[src/rtl/pb_pkg.sv]
package pb_pkg;
   localparam int BYTE_W = 8;
   localparam int SWITCH_WORD_BYTES = 4;
   typedef logic [BYTE_W-1:0] byte_t;
endpackage

[src/rtl/pb_presence.sv]
module pb_presence
   import pb_pkg::*;
#(
   parameter int NUM_CPU   = 20,
   parameter int ID_W      = 8,
   parameter int WIN_BYTES = 32,
   parameter int ADDR_W    = 5
) (
   input  logic              clk,
   input  logic              rst_n,
   input  logic              set_en,
   input  logic [ID_W-1:0]   set_id,
   input  logic              rd_en,
   input  logic [ADDR_W-1:0] rd_addr,
   input  logic              block_rd,
   output byte_t             rd_data
);
   localparam int PAD_W = WIN_BYTES * BYTE_W;

   logic [NUM_CPU-1:0] present_q;
   logic [PAD_W-1:0]   window;
   byte_t              sel_byte;
   byte_t              rd_q;

   for (genvar i = 0; i < NUM_CPU; i++) begin : g_bit
      if (i == 0) begin : g_boot
         assign present_q[i] = 1'b1;
      end else begin : g_slot
         always_ff @(posedge clk or negedge rst_n) begin
            if (!rst_n)
               present_q[i] <= 1'b0;
            else if (set_en && set_id == ID_W'(i))
               present_q[i] <= 1'b1;
         end
      end
   end

   assign window   = PAD_W'(present_q);
   assign sel_byte = window[{rd_addr, 3'b000} +: BYTE_W];

   always_ff @(posedge clk or negedge rst_n) begin
      if (!rst_n)
         rd_q <= '0;
      else
         rd_q <= (rd_en && !block_rd) ? sel_byte : '0;
   end

   assign rd_data = rd_q;
endmodule

[src/rtl/pb_gpe.sv]
module pb_gpe #(
   parameter int GPE_W   = 8,
   parameter int GPE_BIT = 2
) (
   input  logic             clk,
   input  logic             rst_n,
   input  logic             raise,
   input  logic [GPE_W-1:0] clr,
   input  logic [GPE_W-1:0] en,
   output logic [GPE_W-1:0] sts,
   output logic             irq
);
   for (genvar b = 0; b < GPE_W; b++) begin : g_sts
      if (b == GPE_BIT) begin : g_hp
         always_ff @(posedge clk or negedge rst_n) begin
            if (!rst_n)
               sts[b] <= 1'b0;
            else if (raise)
               sts[b] <= 1'b1;
            else if (clr[b])
               sts[b] <= 1'b0;
         end
      end else begin : g_unused
         assign sts[b] = 1'b0;
      end
   end

   assign irq = |(sts & en);
endmodule

[src/rtl/pb_modesw.sv]
module pb_modesw
   import pb_pkg::*;
#(
   parameter int ADDR_W = 5
) (
   input  logic              clk,
   input  logic              rst_n,
   input  logic              wr_en,
   input  logic [ADDR_W-1:0] addr,
   input  byte_t             wdata,
   output logic              modern
);
   logic hit;
   logic modern_q;

   assign hit = wr_en && (wdata == '0) &&
                (32'(addr) < SWITCH_WORD_BYTES);

   always_ff @(posedge clk or negedge rst_n) begin
      if (!rst_n)
         modern_q <= 1'b0;
      else if (hit)
         modern_q <= 1'b1;
   end

   assign modern = modern_q;
endmodule

[src/rtl/pb_legacy_port.sv]
module pb_legacy_port
   import pb_pkg::*;
#(
   parameter int NUM_CPU   = 20,
   parameter int ID_W      = 8,
   parameter int WIN_BYTES = 32,
   parameter int GPE_W     = 8,
   parameter int GPE_BIT   = 2,
   localparam int ADDR_W   = $clog2(WIN_BYTES)
) (
   input  logic              clk,
   input  logic              rst_n,
   input  logic              acc_en,
   input  logic              acc_wr,
   input  logic [ADDR_W-1:0] acc_addr,
   input  logic [7:0]        acc_wdata,
   output logic [7:0]        rd_data,
   input  logic              add_valid,
   input  logic [ID_W-1:0]   add_id,
   input  logic [GPE_W-1:0]  gpe_clr,
   input  logic [GPE_W-1:0]  gpe_en,
   output logic [GPE_W-1:0]  gpe_sts,
   output logic              irq_out,
   output logic              modern_mode
);
   localparam int MAP_BYTES = (NUM_CPU + BYTE_W - 1) / BYTE_W;

   if (NUM_CPU < 1) begin : g_err_cpu
      $error("NUM_CPU must be at least 1");
   end
   if (WIN_BYTES < MAP_BYTES || WIN_BYTES < SWITCH_WORD_BYTES) begin : g_err_win
      $error("WIN_BYTES too small for bitmap or switch word");
   end
   if ((2 ** ID_W) < NUM_CPU) begin : g_err_id
      $error("ID_W cannot address every processor");
   end
   if (GPE_BIT >= GPE_W) begin : g_err_gpe
      $error("GPE_BIT outside event vector");
   end

   logic add_ok;
   logic rd_req;
   logic wr_req;

   assign add_ok = add_valid && (32'(add_id) < NUM_CPU);
   assign rd_req = acc_en && !acc_wr;
   assign wr_req = acc_en && acc_wr;

   pb_presence #(
      .NUM_CPU(NUM_CPU), .ID_W(ID_W), .WIN_BYTES(WIN_BYTES), .ADDR_W(ADDR_W)
   ) u_map (
      .clk(clk), .rst_n(rst_n), .set_en(add_ok), .set_id(add_id),
      .rd_en(rd_req), .rd_addr(acc_addr), .block_rd(modern_mode),
      .rd_data(rd_data)
   );

   pb_gpe #(.GPE_W(GPE_W), .GPE_BIT(GPE_BIT)) u_gpe (
      .clk(clk), .rst_n(rst_n), .raise(add_ok), .clr(gpe_clr),
      .en(gpe_en), .sts(gpe_sts), .irq(irq_out)
   );

   pb_modesw #(.ADDR_W(ADDR_W)) u_mode (
      .clk(clk), .rst_n(rst_n), .wr_en(wr_req), .addr(acc_addr),
      .wdata(acc_wdata), .modern(modern_mode)
   );
endmodule

[config.mk]
export PLATFORM = sky130hd
export DESIGN_NAME = pb_legacy_port
export DESIGN_NICKNAME = d
export VERILOG_FILES = /design/src/rtl/pb_pkg.sv /design/src/rtl/pb_presence.sv /design/src/rtl/pb_gpe.sv /design/src/rtl/pb_modesw.sv /design/src/rtl/pb_legacy_port.sv
export SDC_FILE = /design/constraint.sdc
export NUM_CORES = 1
export LEC_CHECK = 0
export BUFFER_PORTS_ARGS = -buffer_cell sky130_fd_sc_hd__buf_2
export CORE_UTILIZATION = 37
export CTS_CLUSTER_DIAMETER = 40
export DETAILED_ROUTE_END_ITERATION = 7
export PLACE_DENSITY = 0.66
export SETUP_SLACK_MARGIN = 0.02
export SKIP_LAST_GASP = 1
export SLEW_MARGIN = 30
export SYNTH_ARGS = -nofsm -noshare
export SYNTH_HDL_FRONTEND = slang
export SYNTH_SLANG_ARGS = --single-unit
[constraint.sdc]
create_clock -name clk -period 3.9 [get_ports clk]
set_clock_uncertainty 0.15 [all_clocks]
set_input_delay 0.78 -clock clk [delete_from_list [all_inputs] [get_ports clk]]
set_output_delay 0.78 -clock clk [all_outputs]
set_load 0.005 [all_outputs]
; ---- Yosys cells after proc, flatten, opt, wreduce, memory -nomap -nowiden
; Cells that the tools add are included.
[totals]
elab_cells = 78
out_inout_bits = 18
regBits = 29
[op_classes]
magnitude_cmp = 2
bitwise_logic = 1
n_reduce_logical = 30
shifts = 1
mux = 3
eq_ne = 19
[ops]
columns = op, n
row1 = $shiftx 256x9->8, 1
row2 = $eq 8x4->1 const B, 8
row3 = $eq 8x3->1 const B, 4
row4 = $eq 8x5->1 const B, 4
row5 = $logic_and 1x1->1, 25
row6 = $eq 8x2->1 const B, 2
row7 = $and 3x8->8, 1
row8 = $eq 8x1->1 const B, 1
row9 = $logic_not 8->1, 1
row10 = $lt 8x5->1 const B, 1
row11 = $mux 8, 1
row12 = $reduce_or 8->1, 1
row13 = $lt 5x3->1 const B, 1
row14 = $logic_not 1->1, 2
row15 = $mux 1, 2
row16 = $reduce_bool 2->1, 1

; ---- Longest topological paths before layout
; Gate-level depths: netlist (run 1).
[depth]
ltp_word = 4
ltp_mapped = 4

; ---- Cells and area by module
; From an unflattened synthesis (run 1), not the netlist that was laid out.
[hier_totals]
cells_unflattened = 114
hier_area_um2 = 1355.0
[modules_own_cells]
columns = module, cells_per_inst, area_per_inst_um2, seq_area_each_um2, n_inst
row1 = pb_presence, 92, 1157.4, 675.6, 1
row2 = pb_gpe, 12, 98.8, 25.0, 1
row3 = pb_modesw, 5, 67.6, 25.0, 1
row4 = pb_legacy_port, 5, 31.3, 0.0, 1

; ---- Worst setup path after synthesis (run 1)
; Ideal clock, no wire load.
[synth_path]
path_type = in2reg
from = input add_id[7]
to = register u_map.present_q[4]
n_path_buf = 0
stages = 3
required_time_ns = 3.658
arrival_time_ns = 2.019
setup_ns = 0.092
slack_ns = 1.639
path_cell_list = or4b_4 or4b_4 o31ai_2
[synth_via]
elab_chain_cells = 3
word_cells_on_any_way = 4
classes_between = order compare: 1 / eq/ne: 1 / reduce/logical: 2
[synth_rtl]
columns = item, line
row1 = start: declaration, pb_legacy_port.sv:19  ; input logic [ID_W-1:0] add_id,
row2 = $lt 8x5->1, pb_legacy_port.sv:45  ; assign add_ok = add_valid && (32'(add_id) < NUM_CPU);
row3 = $logic_and 1x1->1, pb_legacy_port.sv:45
row4 = $logic_and 1x1->1 *, pb_presence.sv:32  ; else if (set_en && set_id == ID_W'(i))
row5 = end signal: indexed assignment, pb_presence.sv:31  ; present_q[i] <= 1'b0;
row6 = end signal: indexed assignment, pb_presence.sv:33  ; present_q[i] <= 1'b1;
row7 = end: declaration, pb_presence.sv:20  ; logic [NUM_CPU-1:0] present_q;
; Every way passes the cells marked *; elsewhere a longest branch is shown, timed or not.
; A chain may end at the register's enable or synchronous reset.

; ---- Worst setup path in the final report (run 1)
[layout_path]
from = input add_id[7]
to = register u_map.present_q[16]
; Same word-level chain as after synthesis.

==> summary.md, run 1 <==
| Metric | Value |
|---|---|
| Status | complete, no violations |
| Hold/Removal Path Class | reg2reg |
| CP Max Fanout | 6 |
| Final instance area | 1560 um^2 |
| Inserted Clock Buffers | 5 |
| Die height | 61.1 um |
| Crit path required time | 3.98 ns |
| Area of the multi-input gates | 502 um^2 |
| Avg Inst Size Synth | 12.0 um^2 |
| Launch point of the worst hold path | u_map.present_q[12] |
| LEAKAGE | 0.846 nW |
| P per Cell Area | 377 nW/um^2 |
| Final cell count without fillers | 194 |
| Final HPWL DP | 1.80 mm |
| Compound-Gate Fraction of Synth Area | 0.169 |
| RSZ-0062 raised after global routing | no |
| Main combinational cell family by area after synthesis | compound AO/OA/AOI/OAI gates |
| Initial Utilization | 0.387 |
| Reg-to-reg startpoint | u_mode.modern |
| Xor/xnor cell area share of the yosys netlist | 0 |
| Number of DRC markers in iteration 0 | 70 |
| Post-CTS Hold Buffers | 0 |
| CP arrival | 2.19 ns |
| Crit share post-route | 0.541 |
| Setup TNS Final | 0 ns |
| Critical path startpoint category | input pin |
| FF+latch area | 726 um^2 |
| Grt peak-use layer | met2 |
| Core region area | 3340 um^2 |
| Crit path kind | in2reg |
| Grt met3 use | 0.0441 |
| Warnings from Yosys | 0 |
| Clock Path Buffers | 2 |
| Reg-to-Reg End | u_map.rd_data[6] |
| Detailed-route via count | 954 |
| Mux cell area share after synthesis | 0.0543 |
| Worst Hold Endpoint | u_map.present_q[12] |
| Die ar. | 3730 um^2 |
| Max Cap Violations | 0 |
| Slew Viols, Final | 0 |
| Fin crit period | 2.11 ns |
| Diode count | 0 |
| Via density | 4.92 |
| Fmax | 474 MHz |
| Worst Hold Path Cells | 1 |
| GPL Wtd Cong | 0.698 |
| Synth Cell Area | 1290 um^2 |
| Largest net degree at the start of global routing | 30 |
| # rows | 21 |
| Finished Core Util | 0.468 |
| Drt pass-1 iters | 4 |
| Max H-tree Level | 2 |
| Clock tree sinks | 29 |
| Fill cell count | 320 |
| Placed cells | 186 |
| GRT Util Overall | 0.146 |
| GRT overflow | 0 |
| Post-CTS Setup Inserts | 0 |
| First-pass GRT wire length | 3.87 mm |
| Nets@finish | 189 |
| Post-route ant nets | 0 |
| Worst R2R Path Depth | 2 |
| Root Buffer | clkbuf_4 |
| Synth Area in Simple Gates | 0.145 |
| Synth unique cells | 28 |
| Reg2Reg Setup Slack | 2.56 ns |
| Crit. End Element | flop |
| Vias in the first global route | 881 |
| Register area share after synthesis | 0.562 |
| Synth Area in Adders | 0 |
| CTS tree | done |
| Routed len/inst | 12.6 um |
| I/O Buffers | 38 |
| Setup violators final | 0 |
| Final Hold Viols | 0 |
| Synth Register Bits | 29 |
| Clock transition at path regs | 0.09 ns |
| IO Pins | 60 |
| Fraction of layout cells with a size suffix above 1 | 0.365 |
| VDD IR max | 0.143 mV |
| Post-Route WL | 2.44 mm |
| Post_cts resized | 0 |
| Worst Tran Pin Value | 0.635 ns |
| DRC violations left | 0 |
| Met2 usage | 0.233 |
| Grt met1 use | 0.182 |
| Area delta synth->final | 20.8% |
| Die Wd | 61.1 um |
| Dpl cell area | 1490 um^2 |
| Cells after Synth | 108 |
| Clk_lat worst skew | 0.32 ns |
| Number of antenna violations at the first check in global routing | 0 |
| Slew HR | 0.577 |
[through the flow]
stage                     total power, W  hold slack, ns  worst slack, ns
final                           0.000588           0.314             1.79
after global routing            0.000616           0.336             1.73
after CTS                       0.000595           0.318             1.79
after detailed placement        0.000391           0.296             1.46
after global placement          0.000389           0.288             1.48
after floorplan                 0.000367           0.277             1.64
[sequential cells by signal (all words and copies together) (netlist names)]
register / cells
u_map.present_q: 19
u_map.rd_data: 8
u_gpe.sts: 1
u_mode.modern: 1
[worst max-delay path, cell delays in order]
cell	delay [ns]
buf_2	0.09
or4b_4	0.57
or4b_4	0.55
o31ai_2	0.20
[Yosys cell counts]
| master | instances | area [um^2] |
|---|---|---|
| nand2_1 | 3 | 11.3 |
| o31ai_2 | 2 | 25.0 |
| buf_4 | 7 | 52.6 |
| or4_1 | 1 | 7.51 |
| a41o_1 | 1 | 10.0 |
| inv_1 | 4 | 15.0 |
| nor3_1 | 5 | 25.0 |
| nor4b_2 | 1 | 15.0 |
| a21o_1 | 7 | 52.6 |
| o21a_1 | 1 | 7.51 |
| o22ai_1 | 1 | 6.26 |
| nor2_1 | 4 | 15.0 |
| or4b_1 | 1 | 10.0 |
| dfrtp_1 | 29 | 726 |
| nor2b_1 | 3 | 18.8 |
| o21bai_1 | 9 | 67.6 |
| nand2b_1 | 3 | 18.8 |
| a2bb2oi_1 | 2 | 17.5 |
| a31o_2 | 2 | 17.5 |
| or4b_4 | 3 | 41.3 |
| mux2i_1 | 7 | 70.1 |
| and2_1 | 1 | 6.26 |
| o22a_1 | 1 | 8.76 |
| conb_1 | 1 | 3.75 |
| clkbuf_1 | 5 | 18.8 |
| a21oi_1 | 1 | 5.00 |
| nor4_1 | 2 | 12.5 |
| or3_1 | 1 | 6.26 |
[cells by family after synthesis]
family | Yosys count
AOI/OAI and AO/OA | 27
muxes | 7
and+or+nand+nor | 28
other | 1
buffers and inverters | 16
DFF | 29
[per-layer routing]
layer,up-vias,part of all wire
met3,4,0.057
met1,457,0.46
li1,451,-
met4,0,0.010
met2,42,0.47
met5,-,0
[report_power, final]
part	switching (W)	leakage (nW)	internal [W]
Clock	0.0000987	0.0413	0.000104
Sequential	0.00000791	0.388	0.000316
Combinational	0.0000316	0.416	0.0000299
Total	0.000138	0.846	0.000450
[placed cells by master (no fill, tap or decap)]
master and count:
nor2_1 4, mux2i_1 7, dfrtp_1 29, nor3_1 5, or3_1 1, nand2b_1 3, nor4b_2 1, or4b_4 3
conb_1 7, or4_1 1, a41o_1 1, clkbuf_8 2, a21o_1 7, clkinv_2 1, a2bb2oi_1 2, o22a_1 1
inv_1 4, and2_1 1, nor2b_1 3, a21oi_1 1, o31ai_2 2, nand2_1 3, o21bai_1 9, o21a_1 1
buf_2 38, clkbuf_4 5, or4b_1 1, o22ai_1 1, a31o_2 2, nor4_1 2
[how the worst max path moves through the flow]
stage,cells past startpoint,to,startpoint
floorplan,3,u_map.present_q[4],add_id[7]
global placement,4,u_map.present_q[16],add_id[7]
detailed placement,4,u_map.present_q[16],add_id[7]
CTS,4,u_map.present_q[16],add_id[7]
global route,4,u_map.present_q[15],add_id[7]
finish,4,u_map.present_q[16],add_id[7]
[area by class of cell]
cell class / count / share of cell area
Sequential cell: 29 / 0.465
Timing Repair Buffer: 38 / 0.122
Tap cell: 46 / 0.0369
Clock buffer: 7 / 0.0417
Multi-Input combinational cell: 69 / 0.322
Inverter: 4 / 0.00962
Clock inverter: 1 / 0.00321
No activity file was read; power rests on OpenSTA's default activity.
==> run 2: changes to the inputs <==
==> constraint.sdc (replaced) <==
create_clock -name clk -period 2 [get_ports clk]
set_clock_uncertainty 0.15 [all_clocks]
set_input_delay 0.4 -clock clk [delete_from_list [all_inputs] [get_ports clk]]
set_output_delay 0.4 -clock clk [all_outputs]
set_load 0.005 [all_outputs]
==> run 2 against run 1 <==
  * Non-clock buffer count rose by 3
  * Routed wire length grew 0.70%
  * First-iteration DRC count fell by 66%
  * Via count decreased by 1.4%
  * Flip-flop and latch count unchanged
==> summary.md, run 2 (same netlist as run 1, synthesis figures left out) <==
| Metric | Value |
|---|---|
| Status | complete, no violations |
| Slew HR | 0.568 |
| Final HPWL DP | 1.84 mm |
| Clk_lat worst skew | 0.31 ns |
| GPL Wtd Cong | 0.708 |
| Post-CTS Setup Inserts | 0 |
| Flip-flop count of the largest register after layout | 19 |
| Cell Chain, Critical Path | buf_2, or4b_4, or4b_4, o31ai_2 |
| Max H-tree Level | 2 |
| Largest net degree at the start of global routing | 30 |
| VDD IR max | 0.292 mV |
| Nets@finish | 192 |
| Slew Viols, Final | 0 |
| Hold slack | 0.113 ns |
| Reg-to-reg startpoint | u_mode.modern |
| Fraction of layout cells with a size suffix above 1 | 0.364 |
| Die Wd | 61.1 um |
| LEAKAGE | 0.865 nW |
| Routed len/inst | 12.5 um |
| Fmax | 581 MHz |
| RSZ-0062 raised after global routing | no |
| CTS tree | done |
| Detailed-route via count | 941 |
| Clock transition at path regs | 0.09 ns |
| Hold/Removal Path Class | in2reg |
| GRT overflow | 0 |
| Cell mode on critical path | or4b_4 |
| Crit share post-route | 0.861 |
| IO Pins | 60 |
| CP arrival | 1.80 ns |
| Clock tree sinks | 29 |
| Core region area | 3340 um^2 |
| Commonest non-fill, non-tap cell in the layout | buf_2 |
| Drt pass-1 iters | 6 |
| Wire length on met2 | 1.18 mm |
| Final Hold Viols | 0 |
| Initial Utilization | 0.387 |
| Setup TNS Final | 0 ns |
| Most flops, register | u_map.present_q |
| Crit. End Element | flop |
| Setup violators final | 0 |
| Post-route ant nets | 0 |
| Worst path slowest cell | or4b_4 |
| Launch point of the worst hold path | gpe_clr[2] |
| Pre-CTS setup slack | -0.0622 ns |
| Vias in the first global route | 896 |
| Diode count | 0 |
| Clock Path Buffers | 2 |
| CP peak stage delay | 0.57 ns |
| Crit path required time | 2.08 ns |
| Number of DRC markers in iteration 0 | 24 |
| Inserted Clock Buffers | 5 |
| Top Metal Used | met4 |
| Setup slack after layout | 0.279 ns |
| DR WL met3 | 140 um |
| Placed cells | 188 |
| Buffer and inverter count on the worst path | 1 |
| DRC violations left | 0 |
| Via density | 4.78 |
| Die height | 61.1 um |
| First-pass GRT wire length | 3.75 mm |
| Post-Route WL | 2.46 mm |
| Critical path startpoint category | input pin |
| Worst Tran Pin Value | 0.648 ns |
| # rows | 21 |
| Max Cap Violations | 0 |
| Met1 WL | 1.13 mm |
| I/O Buffers | 38 |
| Root Buffer | clkbuf_4 |
| GRT Util Overall | 0.140 |
| P per Cell Area | 778 nW/um^2 |
| CP startpoint | add_id[7] |
| Area delta synth->final | 23.9% |
| Crit path kind | in2reg |
| Fin crit period | 1.72 ns |
| Die ar. | 3730 um^2 |
| CP Max Fanout | 6 |
| Number of antenna violations at the first check in global routing | 0 |
| Delay-heaviest family, CP | simple AND/OR/NAND/NOR gates |
| Final cell count without fillers | 197 |
| Most frequent cells in the layout | buf_2 (38), dfrtp_1 (29), o21bai_1 (9) |
-- run 2: final timing paths --
path	cells after the start	slack [ns]	endpoint
max	4	0.28	u_map.present_q[16]
min	2	0.11	u_gpe.sts[2]
max reg2reg	2	0.68	u_map.rd_data[7]
min reg2reg	1	0.31	u_map.present_q[12]
max in group asynchronous	2	0.79	u_map.present_q[9]
min in group asynchronous	2	0.49	u_map.present_q[5]
-- run 2: routing by layer --
| layer | GRT usage | up-vias |
|---|---|---|
| met5 | 0 | - |
| met4 | 0.0487 | 0 |
| met3 | 0.0441 | 3 |
| met2 | 0.238 | 36 |
| met1 | 0.167 | 446 |
| li1 | - | 456 |
-- run 2: report_power, final --
group	internal [W]	switching [W]	total (W)	leakage [nW]
sequential	0.000616	0.0000165	0.000632	0.388
clock	0.000298	0.000193	0.000491	0.0455
combinational	0.0000597	0.0000618	0.000121	0.432
total	0.000974	0.000271	0.00124	0.865
-- run 2: repair_timing --
action / CTS / global route
endpoints found under the hold margin: 29 / 0
hold buffers: 1 / 0
gates resized for setup: 0 / 0
-- run 2: stage by stage --
step	cell area [um^2]	util	total power, W
floorplan	1310	-	0.000716
global placement	1510	0.451	0.000758
detailed placement	1510	0.451	0.000764
CTS	1600	0.480	0.00125
global route	1600	0.480	0.00130
finish	1600	0.480	0.00124
-- run 2: area by class of cell --
cell class	instances	area, um^2
Inverter	4	15.0
Tap cell	46	57.6
Timing Repair Buffer	41	215
Clock buffer	7	55.1
Clock inverter	1	30.0
Fill cell	319	1740
Multi-Input combinational cell	69	502
Sequential cell	29	726
==> run 3: changes to the inputs <==
==> constraint.sdc (replaced) <==
create_clock -name clk -period 2 [get_ports clk]
set_clock_uncertainty 0.15 [all_clocks]
set_input_delay 0.1 -clock clk [delete_from_list [all_inputs] [get_ports clk]]
set_output_delay 0.1 -clock clk [all_outputs]
set_load 0.005 [all_outputs]
==> run 3 against run 2 <==
  * Routed wire length grew 0.81%
  * First-iteration DRC count grew 67%
  * Total power rose by 0.62%
  * Critical path type unchanged
  * Highest routed layer unchanged
  * Sequential share of layout area decreased by 2.2 points
==> summary.md, run 3 (same netlist as run 1, synthesis figures left out) <==
| Metric | Value |
|---|---|
| Placed cells | 187 |
| Critical path startpoint category | input pin |
| Largest net degree at the start of global routing | 30 |
| DRC violations left | 0 |
| Clk_lat worst skew | 0.32 ns |
| Fin crit period | 1.56 ns |
| I/O Buffers | 38 |
| First-pass GRT wire length | 3.86 mm |
| Initial Utilization | 0.387 |
| Inserted Clock Buffers | 5 |
| Drt pass-1 iters | 4 |
| Root Buffer | clkbuf_4 |
| P per Cell Area | 745 nW/um^2 |
| Fraction of layout cells with a size suffix above 1 | 0.346 |
| RSZ-0062 raised after global routing | no |
| Final cell count without fillers | 205 |
| IO Pins | 60 |
| Crit share post-route | 0.779 |
| VDD IR max | 0.249 mV |
| FF+latch area | 726 um^2 |
| # rows | 21 |
| Vias in the first global route | 903 |
| Area delta synth->final | 30.1% |
| Setup slack after layout | 0.443 ns |
| Status | complete, no violations |
| CTS tree | done |
| Flip-flop count of the largest register after layout | 19 |
| Die Wd | 61.1 um |
| Clock transition at path regs | 0.09 ns |
| Most frequent cells in the layout | buf_2 (38), dfrtp_1 (29), o21bai_1 (9), dlygate4sd3_1 (9) |
| Core region area | 3340 um^2 |
| Crit path required time | 2.09 ns |
| Routed len/inst | 12.1 um |
| Commonest non-fill, non-tap cell in the layout | buf_2 |
| Area of the multi-input gates | 502 um^2 |
| LEAKAGE | 0.902 nW |
| Die ar. | 3730 um^2 |
| Pre-CTS setup slack | 0.252 ns |
| Post_cts resized | 0 |
| Crit path kind | in2reg |
| Post-Route WL | 2.48 mm |
| Slew Viols, Final | 0 |
| Worst Tran Pin Value | 0.617 ns |
| Detailed-route via count | 985 |
| GPL Wtd Cong | 0.704 |
| CP arrival | 1.65 ns |
| GRT overflow | 0 |
| Die height | 61.1 um |
| Clock Path Buffers | 2 |
| Nets@finish | 200 |
| Final Hold Viols | 0 |
| Crit. End Element | flop |
| Post-route ant nets | 0 |
| Slew HR | 0.589 |
| Number of DRC markers in iteration 0 | 40 |
| Hold/Removal Path Class | in2reg |
| Setup TNS Final | 0 ns |
| Clock tree sinks | 29 |
| Worst Hold Path Cells | 3 |
| CP Max Fanout | 6 |
| Setup violators final | 0 |
| Max Cap Violations | 0 |
| Number of antenna violations at the first check in global routing | 0 |
| Final HPWL DP | 1.77 mm |
| Worst R2R Path Depth | 2 |
| Reg2Reg Setup Slack | 0.60 ns |
| Most flops, register | u_map.present_q |
| Diode count | 0 |
| GRT Util Overall | 0.146 |
| Max H-tree Level | 2 |
| Via density | 4.80 |
| Fmax | 642 MHz |
| Fill cell count | 303 |
run 3: cell types whose count changed in the layout (fill, tap and decap cells not counted), sizes merged:
cell         change
dlygate4sd3      +8
run 3: routing by layer:
| metal | global-route usage | share of wire | up-vias | wire length, um |
|---|---|---|---|---|
| met3 | 0.0441 | 0.060 | 3 | 148 |
| met2 | 0.241 | 0.48 | 40 | 1190 |
| met1 | 0.171 | 0.45 | 470 | 1120 |
| li1 | - | - | 472 | - |
| met5 | 0 | 0 | - | 0 |
| met4 | 0.0779 | 0.0093 | 0 | 23 |
run 3: final timing paths:
check,startpoint,end
worst max-delay path,add_id[7],u_map.present_q[6]
worst min-delay path,add_id[4],u_map.present_q[4]
worst max register to register,u_mode.modern,u_mode.modern
worst min register to register,u_map.present_q[13],u_map.present_q[13]
max in group asynchronous,rst_n,u_map.present_q[18]
min in group asynchronous,rst_n,u_map.present_q[10]
run 3: repair_timing:
item / CTS / global route
setup endpoints to repair: 0 / 1
buffers inserted: 0 / 1
hold buffers: 9 / 1
hold endpoints to repair: 37 / 1
run 3: area by class of cell:
class | instances | area share
clock buffer | 7 | 0.0328
clock inverter | 1 | 0.0179
inverter | 4 | 0.00894
sequential | 29 | 0.432
multi-input combinational | 69 | 0.299
timing repair buffer | 49 | 0.176
tap | 46 | 0.0343
run 3: power breakdown:
| part | switching, W | leakage, nW | total [W] | internal, W |
|---|---|---|---|---|
| combinational | 0.0000627 | 0.469 | 0.000131 | 0.0000687 |
| sequential | 0.0000159 | 0.388 | 0.000631 | 0.000615 |
| clock | 0.000191 | 0.0455 | 0.000490 | 0.000298 |
| total | 0.000270 | 0.902 | 0.00125 | 0.000983 |
run 3: worst max-delay path, cell delays in order:
cell      delay [ns]
buf_2           0.09
or4b_4          0.57
or4b_4          0.56
buf_4           0.16
o21bai_1        0.16
run 3: stage by stage:
step	hold WS, ns	instance area [um^2]	total power [W]	util
after floorplan	-0.346	1310	0.000716	-
after global placement	-0.00543	1500	0.000758	0.449
after detailed placement	-0.00277	1500	0.000762	0.449
after CTS	0.00715	1670	0.00126	0.501
after global routing	0.0250	1680	0.00131	0.504
final	0.00402	1680	0.00125	0.504
